--- config.mk ---
export PLATFORM = sky130hd
export DESIGN_NAME = guest_event_arbiter
export DESIGN_NICKNAME = d
export VERILOG_FILES = /design/src/rtl/gea_pkg.sv /design/src/rtl/gea_threshold.sv /design/src/rtl/gea_task_gate.sv /design/src/rtl/gea_event_pick.sv /design/src/rtl/guest_event_arbiter.sv
export SDC_FILE = /design/constraint.sdc
export NUM_CORES = 1
export LEC_CHECK = 0
export ABC_AREA = 1
export BUFFER_PORTS_ARGS = -buffer_cell sky130_fd_sc_hd__buf_4
export CAP_MARGIN = 20
export CELL_PAD_IN_SITES_DETAIL_PLACEMENT = 1
export CELL_PAD_IN_SITES_GLOBAL_PLACEMENT = 1
export CORE_ASPECT_RATIO = 0.7
export CORE_MARGIN = 10
export CORE_UTILIZATION = 31
export CTS_BUF_LIST = sky130_fd_sc_hd__clkbuf_4
export DETAILED_ROUTE_END_ITERATION = 6
export PLACE_DENSITY_LB_ADDON = 0.1
export SYNTH_ARGS = -nofsm -noshare
export SYNTH_HDL_FRONTEND = slang
export SYNTH_SLANG_ARGS = --single-unit
--- constraint.sdc ---
create_clock -name clk -period 1.3 [get_ports clk]
set_input_delay 0.13 -clock clk [delete_from_list [all_inputs] [get_ports clk]]
set_output_delay 0.13 -clock clk [all_outputs]
set_load 0.005 [all_outputs]
--- src/rtl/gea_pkg.sv ---
package gea_pkg;

    localparam int EVT_N   = 5;
    localparam int IDX_SMI = 0;
    localparam int IDX_INI = 1;
    localparam int IDX_NMI = 2;
    localparam int IDX_EXT = 3;
    localparam int IDX_DBG = 4;

    typedef enum logic [1:0] {
        XC_THRESH = 2'd0,
        XC_EXTINT = 2'd1,
        XC_NMI    = 2'd2,
        XC_TASK   = 2'd3
    } exit_code_e;

    typedef struct packed {
        logic             valid;
        logic             is_exit;
        exit_code_e       code;
        logic [EVT_N-1:0] sel;
    } pick_t;

    // Lowest index wins: isolates the least significant set bit.
    function automatic logic [EVT_N-1:0] first_one(input logic [EVT_N-1:0] v);
        logic [EVT_N-1:0] r;
        logic             seen;
        r    = '0;
        seen = 1'b0;
        for (int i = 0; i < EVT_N; i++) begin
            if (v[i] && !seen) begin
                r[i] = 1'b1;
                seen = 1'b1;
            end
        end
        return r;
    endfunction

endpackage

--- src/rtl/gea_threshold.sv ---
module gea_threshold #(
    parameter int BYTE_W = 8,
    parameter int THR_W  = 4
) (
    input  logic              wr,
    input  logic [BYTE_W-1:0] shadow_byte,
    input  logic [THR_W-1:0]  thr,
    output logic              hit
);
    localparam int LOW_W = BYTE_W - THR_W;

    // thr > byte[hi] is the same as {thr, zeros} > byte: the low bits of the
    // byte can never lift it above a scaled threshold of the next step.
    logic [BYTE_W-1:0] thr_scaled;
    assign thr_scaled = {thr, {LOW_W{1'b0}}};
    assign hit        = wr && (thr_scaled > shadow_byte);

endmodule

--- src/rtl/gea_task_gate.sv ---
module gea_task_gate (
    input  logic try_i,
    input  logic gate_ok,
    input  logic long_gate,
    output logic ts_exit,
    output logic ts_fault
);
    logic checks_fail;
    assign checks_fail = !gate_ok || long_gate;
    assign ts_fault    = try_i && checks_fail;
    assign ts_exit     = try_i && !checks_fail;

    always_comb begin
        assert_ts_exclusive_R9: assert (!(ts_fault && ts_exit));
    end
endmodule

--- src/rtl/gea_event_pick.sv ---
module gea_event_pick
    import gea_pkg::*;
#(
    parameter bit SHADOW_MASKS_EXIT = 1'b1
) (
    input  logic [EVT_N-1:0] req,
    input  logic             ext_exit_en,
    input  logic             nmi_exit_en,
    input  logic             if_flag,
    input  logic             irq_shadow,
    output pick_t            pick
);
    logic             exit_shadow;
    logic             nmi_block;
    logic             ext_block;
    logic [EVT_N-1:0] elig;
    logic [EVT_N-1:0] win;

    generate
        if (SHADOW_MASKS_EXIT) begin : g_shadow_masks
            assign exit_shadow = irq_shadow;
        end else begin : g_shadow_ignored
            assign exit_shadow = 1'b0;
        end
    endgenerate

    assign nmi_block = nmi_exit_en ? exit_shadow : irq_shadow;
    assign ext_block = ext_exit_en ? exit_shadow : (!if_flag || irq_shadow);

    always_comb begin
        elig          = req;
        elig[IDX_NMI] = req[IDX_NMI] && !nmi_block;
        elig[IDX_EXT] = req[IDX_EXT] && !ext_block;
    end

    assign win = first_one(elig);

    always_comb begin
        pick.valid   = |win;
        pick.sel     = win;
        pick.is_exit = 1'b0;
        pick.code    = XC_THRESH;
        if (win[IDX_NMI] && nmi_exit_en) begin
            pick.is_exit = 1'b1;
            pick.code    = XC_NMI;
        end else if (win[IDX_EXT] && ext_exit_en) begin
            pick.is_exit = 1'b1;
            pick.code    = XC_EXTINT;
        end
    end

    always_comb begin
        assert_pick_onehot_R10: assert ($onehot0(win));
        assert_pick_subset_R10: assert ((win & ~req) == '0);
    end
endmodule

--- src/rtl/guest_event_arbiter.sv ---
module guest_event_arbiter
    import gea_pkg::*;
#(
    parameter int BYTE_W            = 8,
    parameter int THR_W             = 4,
    parameter bit SHADOW_MASKS_EXIT = 1'b1
) (
    input  logic              clk,
    input  logic              rst,
    input  logic              prio_wr,
    input  logic [BYTE_W-1:0] prio_byte,
    input  logic [THR_W-1:0]  thr_ctl,
    input  logic              ext_exit_en,
    input  logic              nmi_exit_en,
    input  logic              if_flag,
    input  logic              irq_shadow,
    input  logic              req_smi,
    input  logic              req_init,
    input  logic              req_nmi,
    input  logic              req_ext,
    input  logic              req_dbg,
    input  logic              ts_try,
    input  logic              ts_gate_ok,
    input  logic              ts_long_gate,
    input  logic              evt_ack,
    output logic [EVT_N-1:0]  evt_sel,
    output logic              exit_req,
    output logic [1:0]        exit_code,
    output logic              fault_req
);
    logic             thr_hit;
    logic             ts_exit;
    logic             ts_fault;
    pick_t            pick;
    logic [EVT_N-1:0] req_vec;
    logic             held;

    assign req_vec = {req_dbg, req_ext, req_nmi, req_init, req_smi};
    assign held    = |evt_sel;

    gea_threshold #(.BYTE_W(BYTE_W), .THR_W(THR_W)) u_thr (
        .wr          (prio_wr),
        .shadow_byte (prio_byte),
        .thr         (thr_ctl),
        .hit         (thr_hit)
    );

    gea_task_gate u_tsk (
        .try_i     (ts_try),
        .gate_ok   (ts_gate_ok),
        .long_gate (ts_long_gate),
        .ts_exit   (ts_exit),
        .ts_fault  (ts_fault)
    );

    gea_event_pick #(.SHADOW_MASKS_EXIT(SHADOW_MASKS_EXIT)) u_pick (
        .req         (req_vec),
        .ext_exit_en (ext_exit_en),
        .nmi_exit_en (nmi_exit_en),
        .if_flag     (if_flag),
        .irq_shadow  (irq_shadow),
        .pick        (pick)
    );

    always_ff @(posedge clk) begin
        if (rst) begin
            evt_sel   <= '0;
            exit_req  <= 1'b0;
            exit_code <= 2'd0;
            fault_req <= 1'b0;
        end else begin
            exit_req  <= 1'b0;
            fault_req <= 1'b0;
            if (held && evt_ack) begin
                evt_sel <= '0;
            end
            if (thr_hit) begin
                exit_req  <= 1'b1;
                exit_code <= XC_THRESH;
            end else if (ts_fault) begin
                fault_req <= 1'b1;
            end else if (ts_exit) begin
                exit_req  <= 1'b1;
                exit_code <= XC_TASK;
            end else if (!held && pick.valid) begin
                if (pick.is_exit) begin
                    exit_req  <= 1'b1;
                    exit_code <= pick.code;
                end else begin
                    evt_sel <= pick.sel;
                end
            end
        end
    end

    assert_single_pulse_R11: assert property (@(posedge clk) disable iff (rst)
        !(exit_req && fault_req));

    assert_sel_onehot_R11: assert property (@(posedge clk) disable iff (rst)
        $onehot0(evt_sel));

    assert_sel_held_R10: assert property (@(posedge clk) disable iff (rst)
        (held && !evt_ack) |=> evt_sel == $past(evt_sel));

    assert_thr_exit_R1: assert property (@(posedge clk) disable iff (rst)
        thr_hit |=> (exit_req && exit_code == 2'd0 && !fault_req));

    assert_thr_freezes_sel_R2: assert property (@(posedge clk) disable iff (rst)
        (thr_hit && !held) |=> evt_sel == '0);

    assert_ts_fault_R9: assert property (@(posedge clk) disable iff (rst)
        (ts_try && !thr_hit && (!ts_gate_ok || ts_long_gate)) |=> (fault_req && !exit_req));

    assert_ts_exit_R8: assert property (@(posedge clk) disable iff (rst)
        (ts_try && !thr_hit && ts_gate_ok && !ts_long_gate) |=> (exit_req && exit_code == 2'd3));

endmodule

==> impl_metrics.yaml, run 1 <==
critical_path:
  reg2reg_depth: 7
  cpMaxStageDelayCell: "dfxtp_2"
  rrSetupSlack_ns: 0.09
  path_class: "flop to flop"
  r2r-start: "evt_sel[3]"
  r2r_end: "evt_sel[3]"
  endpoint_kind: "flop"
  cp_slowest_stage_delay_ns: 0.32
  crit_fanout: 7
  arrival_ns: 1.37
  crit_required_ns: 1.46
  crit_path_start_kind: "flop"
  crit_chain: "or2_4, nor2_4, nand2_4, clkinv_4, nand3_4, nor2_1, nor2_2"
grt:
  grt_start_max_net_pins: 8
  grt_pass1_wl_mm: 3.88
  antenna_found_initial: 0
  grt.overflow.total: 0
  track_usage_pct: 10.1
  grt_pass1_vias: 869
floorplan:
  chipWidth_um: 78.5
  die_h_um: 61.0
  start_util_pct: 33.7
  rows: 14
  io_pins: 37
  core-area_um2: 2210
  dieArea_um2: 4790
sta:
  grt_setup_unrepaired: "true"
  fin_crit_ns: 1.21
  tightest_slew_ns: 0.385
  slew_headroom_pct: 74.1
  fmax_mhz: 826
  layout_setup_ws_ns: 0.0892
  finalHoldViolations: 0
  drv_slew: 0
  fin_crit_sh_pct: 93.1
  whs_ns: 0.0364
  finalSetupViolCount: 0
  skew_ns: 0.00538
placed_design:
  gp_congestion: 0.705
  dp_hpwl_mm: 2.13
  pre_cts_ws_ns: -0.0882
  port_buffers: 36
clock_tree:
  h-tree-depth: 1
  cts_hold_buf: 0
  cts_resized: 0
  path_clk_slew_ns: 0.06
  cts_setup_buffers: 0
  worstSkewPairLatency_ns: 0.26
  cts_tree: "done"
  cts_root_buffer: "clkbuf_4"
  cts_buffer_depth: 2
  cts.sink_count: 9
  cts_buffers: 3
yosys:
  synth_top_area_share_pct: 24.2
  synth_cells: 108
  synth_area_um2: 743
  syn_nets: 140
  ys_ff_latch: 9
  synth_top_area_cell: "dfxtp_1"
  syn_avg_cell_area_um2: 6.88
  yosys_warnings: 0
  seq_area_frac_synth_pct: 24.2
  netlist_top_cells_area: "dfxtp_1 (24%), nand2_1 (13%), inv_1 (8.6%)"
  synth_cell_types: 22
power_and_ir_drop:
  p_per_area_nw_per_um2: 842
  peakVddDrop_uv: 473
  p_total_uw: 928
  leakage_nw: 0.595
route:
  drt-wirelength-per-cell_um: 13.0
  vias: 804
  dr.first_iter.drc_count: 18
  first_pass_iters: 2
  viasPerCell: 4.44
  routed_wl_mm: 2.35
  drtAntennaViolNets: 0
  drc: 0
layout:
  fillers: 301
  final_nets: 182
  final_core_util_pct: 49.9
  drive_above_1_share_pct: 48.3
  syn2layout_area_growth_pct: 48.3
  diodes: 0
min_path:
  whs_endpoint: "evt_sel[0]"
  hp-start: "rst"
  holdPathStages: 2
  hold_path_class: "input port to flop"
run_status:
  outcome: "finished, final reports clean"
job:
  maxCapViolCount: 0
-- critical path: cells and delay by family, from the launching register on --
kind / cells / cell delay [ns]
DFF: 1 / 0.32
buffers and inverters: 1 / 0.06
and+or+nand+nor: 6 / 0.73
-- cell type report --
class | count | area (µm²) | share of cell area (%)
well taps | 32 | 40.0 | 3.63
clock buffers | 4 | 30.0 | 2.72
repair buffers | 37 | 278 | 25.2
multi-input cells | 77 | 482 | 43.7
flip-flops and latches | 9 | 183 | 16.6
inverters | 22 | 90.1 | 8.17
-- logic make-up after synthesis --
kind of cell,after synthesis,share of synthesized area (%)
AO/OA/AOI/OAI,8,6.06
flip-flops,9,24.2
buffers and inverters,22,12.1
AND/OR/NAND/NOR,65,50.8
adder cells (fa/ha/maj),4,6.73
-- metrics by stage --
step / instances / TNS, ns / cell area, µm²
after CTS: 181 / 0 / 1090
after global routing: 181 / -0.00408 / 1100
final: 181 / 0 / 1100
after global placement: 177 / -0.0614 / 1060
after floorplan: 108 / 0 / 743
after detailed placement: 177 / -0.264 / 1060
-- cells in the final DEF (no fill, tap or decap), drive strengths merged --
cell / n
or2: 1
clkinv: 1
ha: 4
clkbuf: 4
buf: 37
nor2: 18
nand4: 2
a31oi: 1
nor4: 1
a21oi: 6
inv: 21
o21ai: 1
dfxtp: 9
nand2: 32
nand3: 11
-- worst max-delay path by stage --
stage,endpoint,slack [ns],from
after global routing,evt_sel[1],-0.004,evt_sel[3]
after floorplan,evt_sel[3],0.13,prio_byte[7]
after detailed placement,evt_sel[4],-0.09,prio_byte[7]
after CTS,evt_sel[4],0.05,evt_sel[3]
final,evt_sel[3],0.09,evt_sel[3]
after global placement,evt_sel[3],-0.02,thr_ctl[3]
-- layer usage --
layer / up-vias / GRT usage, % / share of wire (%)
met5: - / 0 / 0
met4: 0 / 0.763 / 0
met3: 0 / 6.19 / 9.9
met2: 25 / 17.2 / 48
met1: 360 / 11.1 / 42
li1: 419 / - / -
-- state kept, by name, indices dropped and copies added, names as in the netlist --
| name | count |
|---|---|
| exit_code | 2 |
| exit_req | 1 |
| evt_sel | 5 |
| fault_req | 1 |
-- power breakdown --
part | internal (mW) | switching [mW]
sequential | 0.303 | 0.0175
clock | 0.139 | 0.0991
combinational | 0.176 | 0.193
total | 0.618 | 0.310
-- synthesized netlist by cell type --
cell       n
nand2_2    4
inv_4      1
inv_2      3
o21ai_0    1
a21oi_2    1
nor2_4     4
nor2_2     3
nand2_1   26
a21oi_1    5
inv_1     17
nand3_4    2
dfxtp_1    9
nor2_1    11
nand3_1    5
ha_1       4
nor4_1     1
nand4_1    2
clkinv_4   1
nand2_4    2
a31oi_1    1
or2_4      1
nand3_2    4
Note: power is estimated with default switching activity, not from simulation.
==> run 2: changes to the inputs <==
--- a/config.mk
+++ b/config.mk
@@ -11,11 +11,12 @@
 export CELL_PAD_IN_SITES_DETAIL_PLACEMENT = 1
 export CELL_PAD_IN_SITES_GLOBAL_PLACEMENT = 1
 export CORE_ASPECT_RATIO = 0.7
-export CORE_MARGIN = 10
-export CORE_UTILIZATION = 31
+export CORE_MARGIN = 1
+export CORE_UTILIZATION = 32
 export CTS_BUF_LIST = sky130_fd_sc_hd__clkbuf_4
 export DETAILED_ROUTE_END_ITERATION = 6
 export PLACE_DENSITY_LB_ADDON = 0.1
 export SYNTH_ARGS = -nofsm -noshare
 export SYNTH_HDL_FRONTEND = slang
+export SYNTH_HIERARCHICAL = 1
 export SYNTH_SLANG_ARGS = --single-unit
==> impl_metrics.yaml, run 2 <==
run_status:
  outcome: "finished, final reports clean"
power_and_ir_drop:
  p_per_area_nw_per_um2: 831
  leakage_nw: 0.698
  peakVddDrop_uv: 260
critical_path:
  endpoint_kind: "flop"
  arrival_ns: 1.42
  crit_path_start_kind: "input port"
  crit_required_ns: 1.45
  path_class: "input port to flop"
  crit_fanout: 7
sta:
  fin_setup_tns_ns: 0
  tightest_slew_ns: 0.289
  grt_setup_unrepaired: "true"
  slew_headroom_pct: 80.7
  fin_crit_sh_pct: 97.4
  fmax_mhz: 790
  whs_ns: 0.0610
  fin_crit_ns: 1.27
  finalHoldViolations: 0
  finalSetupViolCount: 0
  skew_ns: 0.00276
  drv_slew: 0
route:
  dr.first_iter.drc_count: 13
  viasPerCell: 4.31
  drt-wirelength-per-cell_um: 11.3
  routed_wl_mm: 2.35
  vias: 893
  first_pass_iters: 4
  drc: 0
  drtAntennaViolNets: 0
floorplan:
  die_h_um: 43.9
  chipWidth_um: 61.8
  start_util_pct: 35.5
  dieArea_um2: 2710
  core-area_um2: 2260
  rows: 14
  io_pins: 37
layout:
  final_common_cell: "buf_4"
  final_cell_mix: "buf_4 (48), inv_1 (32), nand2_1 (16)"
  syn2layout_area_growth_pct: 60.7
  diodes: 0
  largest_reg_flops: 5
  drive_above_1_share_pct: 54.9
  top_register: "evt_sel"
  design_area_um2: 1290
  fillers: 301
  final_nets: 208
  largestRegisters: "evt_sel (5), exit_code (2)"
clock_tree:
  cts.sink_count: 9
  worstSkewPairLatency_ns: 0.27
  cts_buffer_depth: 2
  cts_buffers: 3
  cts_root_buffer: "clkbuf_4"
  cts_tree: "done"
  path_clk_slew_ns: 0.06
  h-tree-depth: 1
yosys:
  synth_cell_types: 19
  synth.most_common_cell: "inv_1"
  yosys_warnings: 6
  synthArstFlopShare_pct: 0
  synth_cells: 124
  netlist_top_cells_area: "dfxtp_1 (22%), inv_1 (16%), nand2_1 (9.4%)"
  seq_area_frac_synth_pct: 22.5
  syn_avg_cell_area_um2: 6.47
  syn_nets: 156
  synth_ff_type: "dfxtp_1"
  synth_top_area_cell: "dfxtp_1"
  synth_area_um2: 802
  synth_top_area_share_pct: 22.5
  synthTopCellsByCount: "inv_1 (35), nand2_1 (20), nor2_1 (15)"
  ys_ff_latch: 9
  synth_edf_count: 0
grt:
  grt_start_max_net_pins: 8
  antenna_found_initial: 0
  grt.overflow.total: 0
  grt_pass1_wl_mm: 3.66
  track_usage_pct: 18.7
  grt_pass1_vias: 850
placed_design:
  gp_congestion: 0.775
  post_dp_cell_area_um2: 1160
  dp_hpwl_mm: 1.92
  port_buffers: 36
job:
  maxCapViolCount: 0
min_path:
  hold_path_class: "input port to flop"
## run 2: cell count changes in the layout (fill, tap and decap cells not counted), sizes merged
| cell | delta |
|---|---|
| a21o | +1 |
| a31oi | -1 |
| buf | +11 |
| clkinv | -1 |
| inv | +16 |
| nand2 | -5 |
| nand3 | -4 |
| nand4 | -2 |
| nor2 | +9 |
| nor3 | +3 |
| nor4 | -1 |
| o21ai | +1 |
| or2 | -1 |
## run 2: cells by family (layout without fill, tap and decap cells)
group | Yosys count | after routing | share of synthesized area [%]
AND/OR/NAND/NOR | 64 | 64 | 46.0
buffers and inverters | 38 | 89 | 18.3
AO/OA/AOI/OAI | 9 | 9 | 7.02
flip-flops | 9 | 9 | 22.5
adder cells (fa/ha/maj) | 4 | 4 | 6.24
## run 2: critical path, stage by stage
cell	delay (ns)
buf_4	0.08
inv_1	0.03
ha_1	0.29
nand2_2	0.09
nor2_2	0.04
nand2_2	0.06
nand2_2	0.05
nor2_2	0.13
inv_2	0.07
nand3_4	0.10
nor2_8	0.06
a21oi_1	0.18
nor2_1	0.09
## run 2: per-layer routing
layer	wire length, µm	up-vias	track usage [%]
met5	0	-	0
met4	24	0	8.00
met3	90	2	1.79
met2	1190	28	32.5
met1	1040	402	23.4
li1	-	461	-
## run 2: timing repair
action	4_1_cts	5_1_grt
hold buffers	0	0
gates resized for setup	4	10
endpoints found under the setup margin	3	7
setup buffers	0	5
pin swaps	4	10
## run 2: final timing paths
kind / cells after the start / endpoint / startpoint / slack (ns)
max: 13 / evt_sel[2] / prio_byte[6] / 0.03
min: 2 / evt_sel[4] / rst / 0.06
max reg2reg: 6 / exit_code[1] / evt_sel[4] / 0.13
min reg2reg: 4 / exit_code[0] / exit_code[0] / 0.53
## run 2: metrics by stage
stage	worst slack (ns)	power [mW]	utilization (%)	cells
2_1_floorplan	0.0123	0.576	-	124
3_3_place_gp	-0.173	0.729	51.3	198
3_5_place_dp	-0.293	0.751	51.3	198
4_1_cts	0.0132	0.997	53.5	202
5_1_grt	-0.0496	1.13	57.0	207
6_report	0.0342	1.07	57.0	207
## run 2: area by class of cell
| type | instances | area (µm²) | share of cell area, % |
|---|---|---|---|
| timing repair buffer | 48 | 360 | 28.0 |
| clock buffer | 4 | 30.0 | 2.33 |
| sequential | 9 | 180 | 14.0 |
| multi-input combinational | 77 | 539 | 41.8 |
| tap | 32 | 40.0 | 3.11 |
| inverter | 37 | 139 | 10.8 |
## run 2: power by group
group | switching, mW | total, mW | internal, mW
registers | 0.0218 | 0.326 | 0.304
clock network | 0.104 | 0.243 | 0.140
logic | 0.257 | 0.503 | 0.246
==> run 3: changes to the inputs <==
--- a/config.mk
+++ b/config.mk
@@ -7,7 +7,7 @@
 export LEC_CHECK = 0
 export ABC_AREA = 1
 export BUFFER_PORTS_ARGS = -buffer_cell sky130_fd_sc_hd__buf_4
-export CAP_MARGIN = 20
+export CAP_MARGIN = 10
 export CELL_PAD_IN_SITES_DETAIL_PLACEMENT = 1
 export CELL_PAD_IN_SITES_GLOBAL_PLACEMENT = 1
 export CORE_ASPECT_RATIO = 0.7
@@ -16,6 +16,7 @@
 export CTS_BUF_LIST = sky130_fd_sc_hd__clkbuf_4
 export DETAILED_ROUTE_END_ITERATION = 6
 export PLACE_DENSITY_LB_ADDON = 0.1
+export REMOVE_ABC_BUFFERS = 1
 export SYNTH_ARGS = -nofsm -noshare
 export SYNTH_HDL_FRONTEND = slang
 export SYNTH_HIERARCHICAL = 1
==> impl_metrics.yaml, run 3 (same netlist as run 2, synthesis figures left out) <==
power_and_ir_drop:
  peakVddDrop_uv: 345
  p_per_area_nw_per_um2: 808
  leakage_nw: 0.678
grt:
  grt_pass1_vias: 904
  track_usage_pct: 18.0
  antenna_found_initial: 0
  grt_pass1_wl_mm: 3.61
  grt.overflow.total: 0
  grt_start_max_net_pins: 8
sta:
  grt_setup_unrepaired: "true"
  fin_crit_sh_pct: 95.3
  slew_headroom_pct: 79.7
  tightest_slew_ns: 0.304
  fin_crit_ns: 1.24
  finalHoldViolations: 0
  fin_setup_tns_ns: 0
  drv_slew: 0
  skew_ns: 0.00440
  fmax_mhz: 807
  finalSetupViolCount: 0
placed_design:
  gp_congestion: 0.747
  port_buffers: 36
  dp_hpwl_mm: 1.87
  post_dp_cell_area_um2: 1160
clock_tree:
  worstSkewPairLatency_ns: 0.25
  cts_tree: "done"
  cts_hold_buf: 0
  path_clk_slew_ns: 0.06
  cts_root_buffer: "clkbuf_4"
  cts_buffer_depth: 2
  cts_buffers: 3
  cts.sink_count: 9
  h-tree-depth: 1
floorplan:
  chipWidth_um: 61.8
  start_util_pct: 35.5
  die_h_um: 43.9
  core-area_um2: 2260
  io_pins: 37
  rows: 14
  dieArea_um2: 2710
layout:
  final_nets: 204
  fillers: 305
  final_cell_mix: "buf_4 (44), inv_1 (33), nand2_1 (15)"
  top_register: "evt_sel"
  syn2layout_area_growth_pct: 56.8
  largestRegisters: "evt_sel (5), exit_code (2)"
  largest_reg_flops: 5
  diodes: 0
  final_common_cell: "buf_4"
  design_area_um2: 1260
  drive_above_1_share_pct: 51.5
min_path:
  whs_endpoint: "evt_sel[4]"
  holdPathStages: 2
  hold_path_class: "input port to flop"
  hp-start: "rst"
critical_path:
  rrSetupSlack_ns: 0.18
  crit_path_start_kind: "input port"
  r2r_end: "exit_code[1]"
  cp_slowest_stage_delay_ns: 0.24
  reg2reg_depth: 6
  r2r-start: "evt_sel[2]"
  crit_required_ns: 1.45
  cpMaxStageDelayCell: "ha_4"
  crit_chain: "buf_4, ha_4, a21o_4, nor2_4, nor2_4, inv_2, nand3_4, nor2_8, nand2_2, nand2_2, nor2_1"
  crit_fanout: 7
  critical-path-top-delay-family: "simple AND/OR/NAND/NOR gates"
  path_class: "input port to flop"
  arrival_ns: 1.39
  cp_num_buf_inv: 2
  endpoint_kind: "flop"
route:
  dr.first_iter.drc_count: 10
  drt-wirelength-per-cell_um: 10.8
  drtAntennaViolNets: 0
  vias: 878
  routed_wl_mm: 2.19
  viasPerCell: 4.33
  first_pass_iters: 4
  drc: 0
job:
  maxCapViolCount: 0
run_status:
  outcome: "finished, final reports clean"
-- run 3: worst register-to-register path, delay by kind of cell (launching register included) --
| kind | cells | cell delay (ns) |
|---|---|---|
| flip-flops | 1 | 0.35 |
| AND/OR/NAND/NOR | 6 | 0.69 |
-- run 3: how the worst max path moves through the flow --
stage	start	endpoint	slack, ns	cells past startpoint
6_report	thr_ctl[3]	evt_sel[2]	0.06	11
5_1_grt	prio_byte[6]	evt_sel[2]	-0.02	14
4_1_cts	prio_byte[7]	evt_sel[2]	0.007	12
3_5_place_dp	prio_byte[7]	evt_sel[2]	-0.35	12
3_3_place_gp	prio_byte[7]	evt_sel[3]	-0.23	12
2_1_floorplan	prio_byte[7]	evt_sel[2]	-0.11	11
-- run 3: where the power goes --
part	switching, mW	internal [mW]	total [mW]	leakage (nW)
sequential	0.0238	0.304	0.327	0.0735
clock	0.0955	0.139	0.234	0.0184
combinational	0.239	0.215	0.454	0.586
total	0.358	0.658	1.02	0.678
-- run 3: cell type report --
class	instances	area (µm²)	area share, %
inverters	37	139	11.0
repair buffers	44	330	26.3
multi-input cells	77	538	42.8
clock buffers	4	30.0	2.39
flip-flops and latches	9	180	14.3
well taps	32	40.0	3.18
-- run 3: layer usage --
| metal | GRT usage, % | routed length, µm | share of wire (%) | vias to the layer above |
|---|---|---|---|---|
| li1 | - | - | - | 456 |
| met2 | 34.0 | 1120 | 51 | 28 |
| met4 | 4.89 | 15 | 0.68 | 0 |
| met3 | 3.28 | 104 | 4.7 | 2 |
| met5 | 0 | 0 | 0 | - |
| met1 | 20.5 | 953 | 43 | 392 |
-- run 3: timing repair --
| action | CTS | global route |
|---|---|---|
| setup endpoints to repair | 5 | 7 |
| buffers inserted | 1 | 0 |
| resized for setup | 3 | 12 |
| pin swaps | 4 | 9 |
-- run 3: per-stage QoR --
step	cells	utilization (%)	power (mW)	setup slack [ns]	hold WS [ns]
4_1_cts	203	53.7	0.998	0.00680	0.0703
6_report	203	55.6	1.02	0.0614	0.0737
3_5_place_dp	198	51.2	0.748	-0.348	0.333
2_1_floorplan	123	-	0.568	-0.109	0.192
3_3_place_gp	198	51.2	0.724	-0.229	0.331
5_1_grt	203	55.6	1.09	-0.0196	0.0769
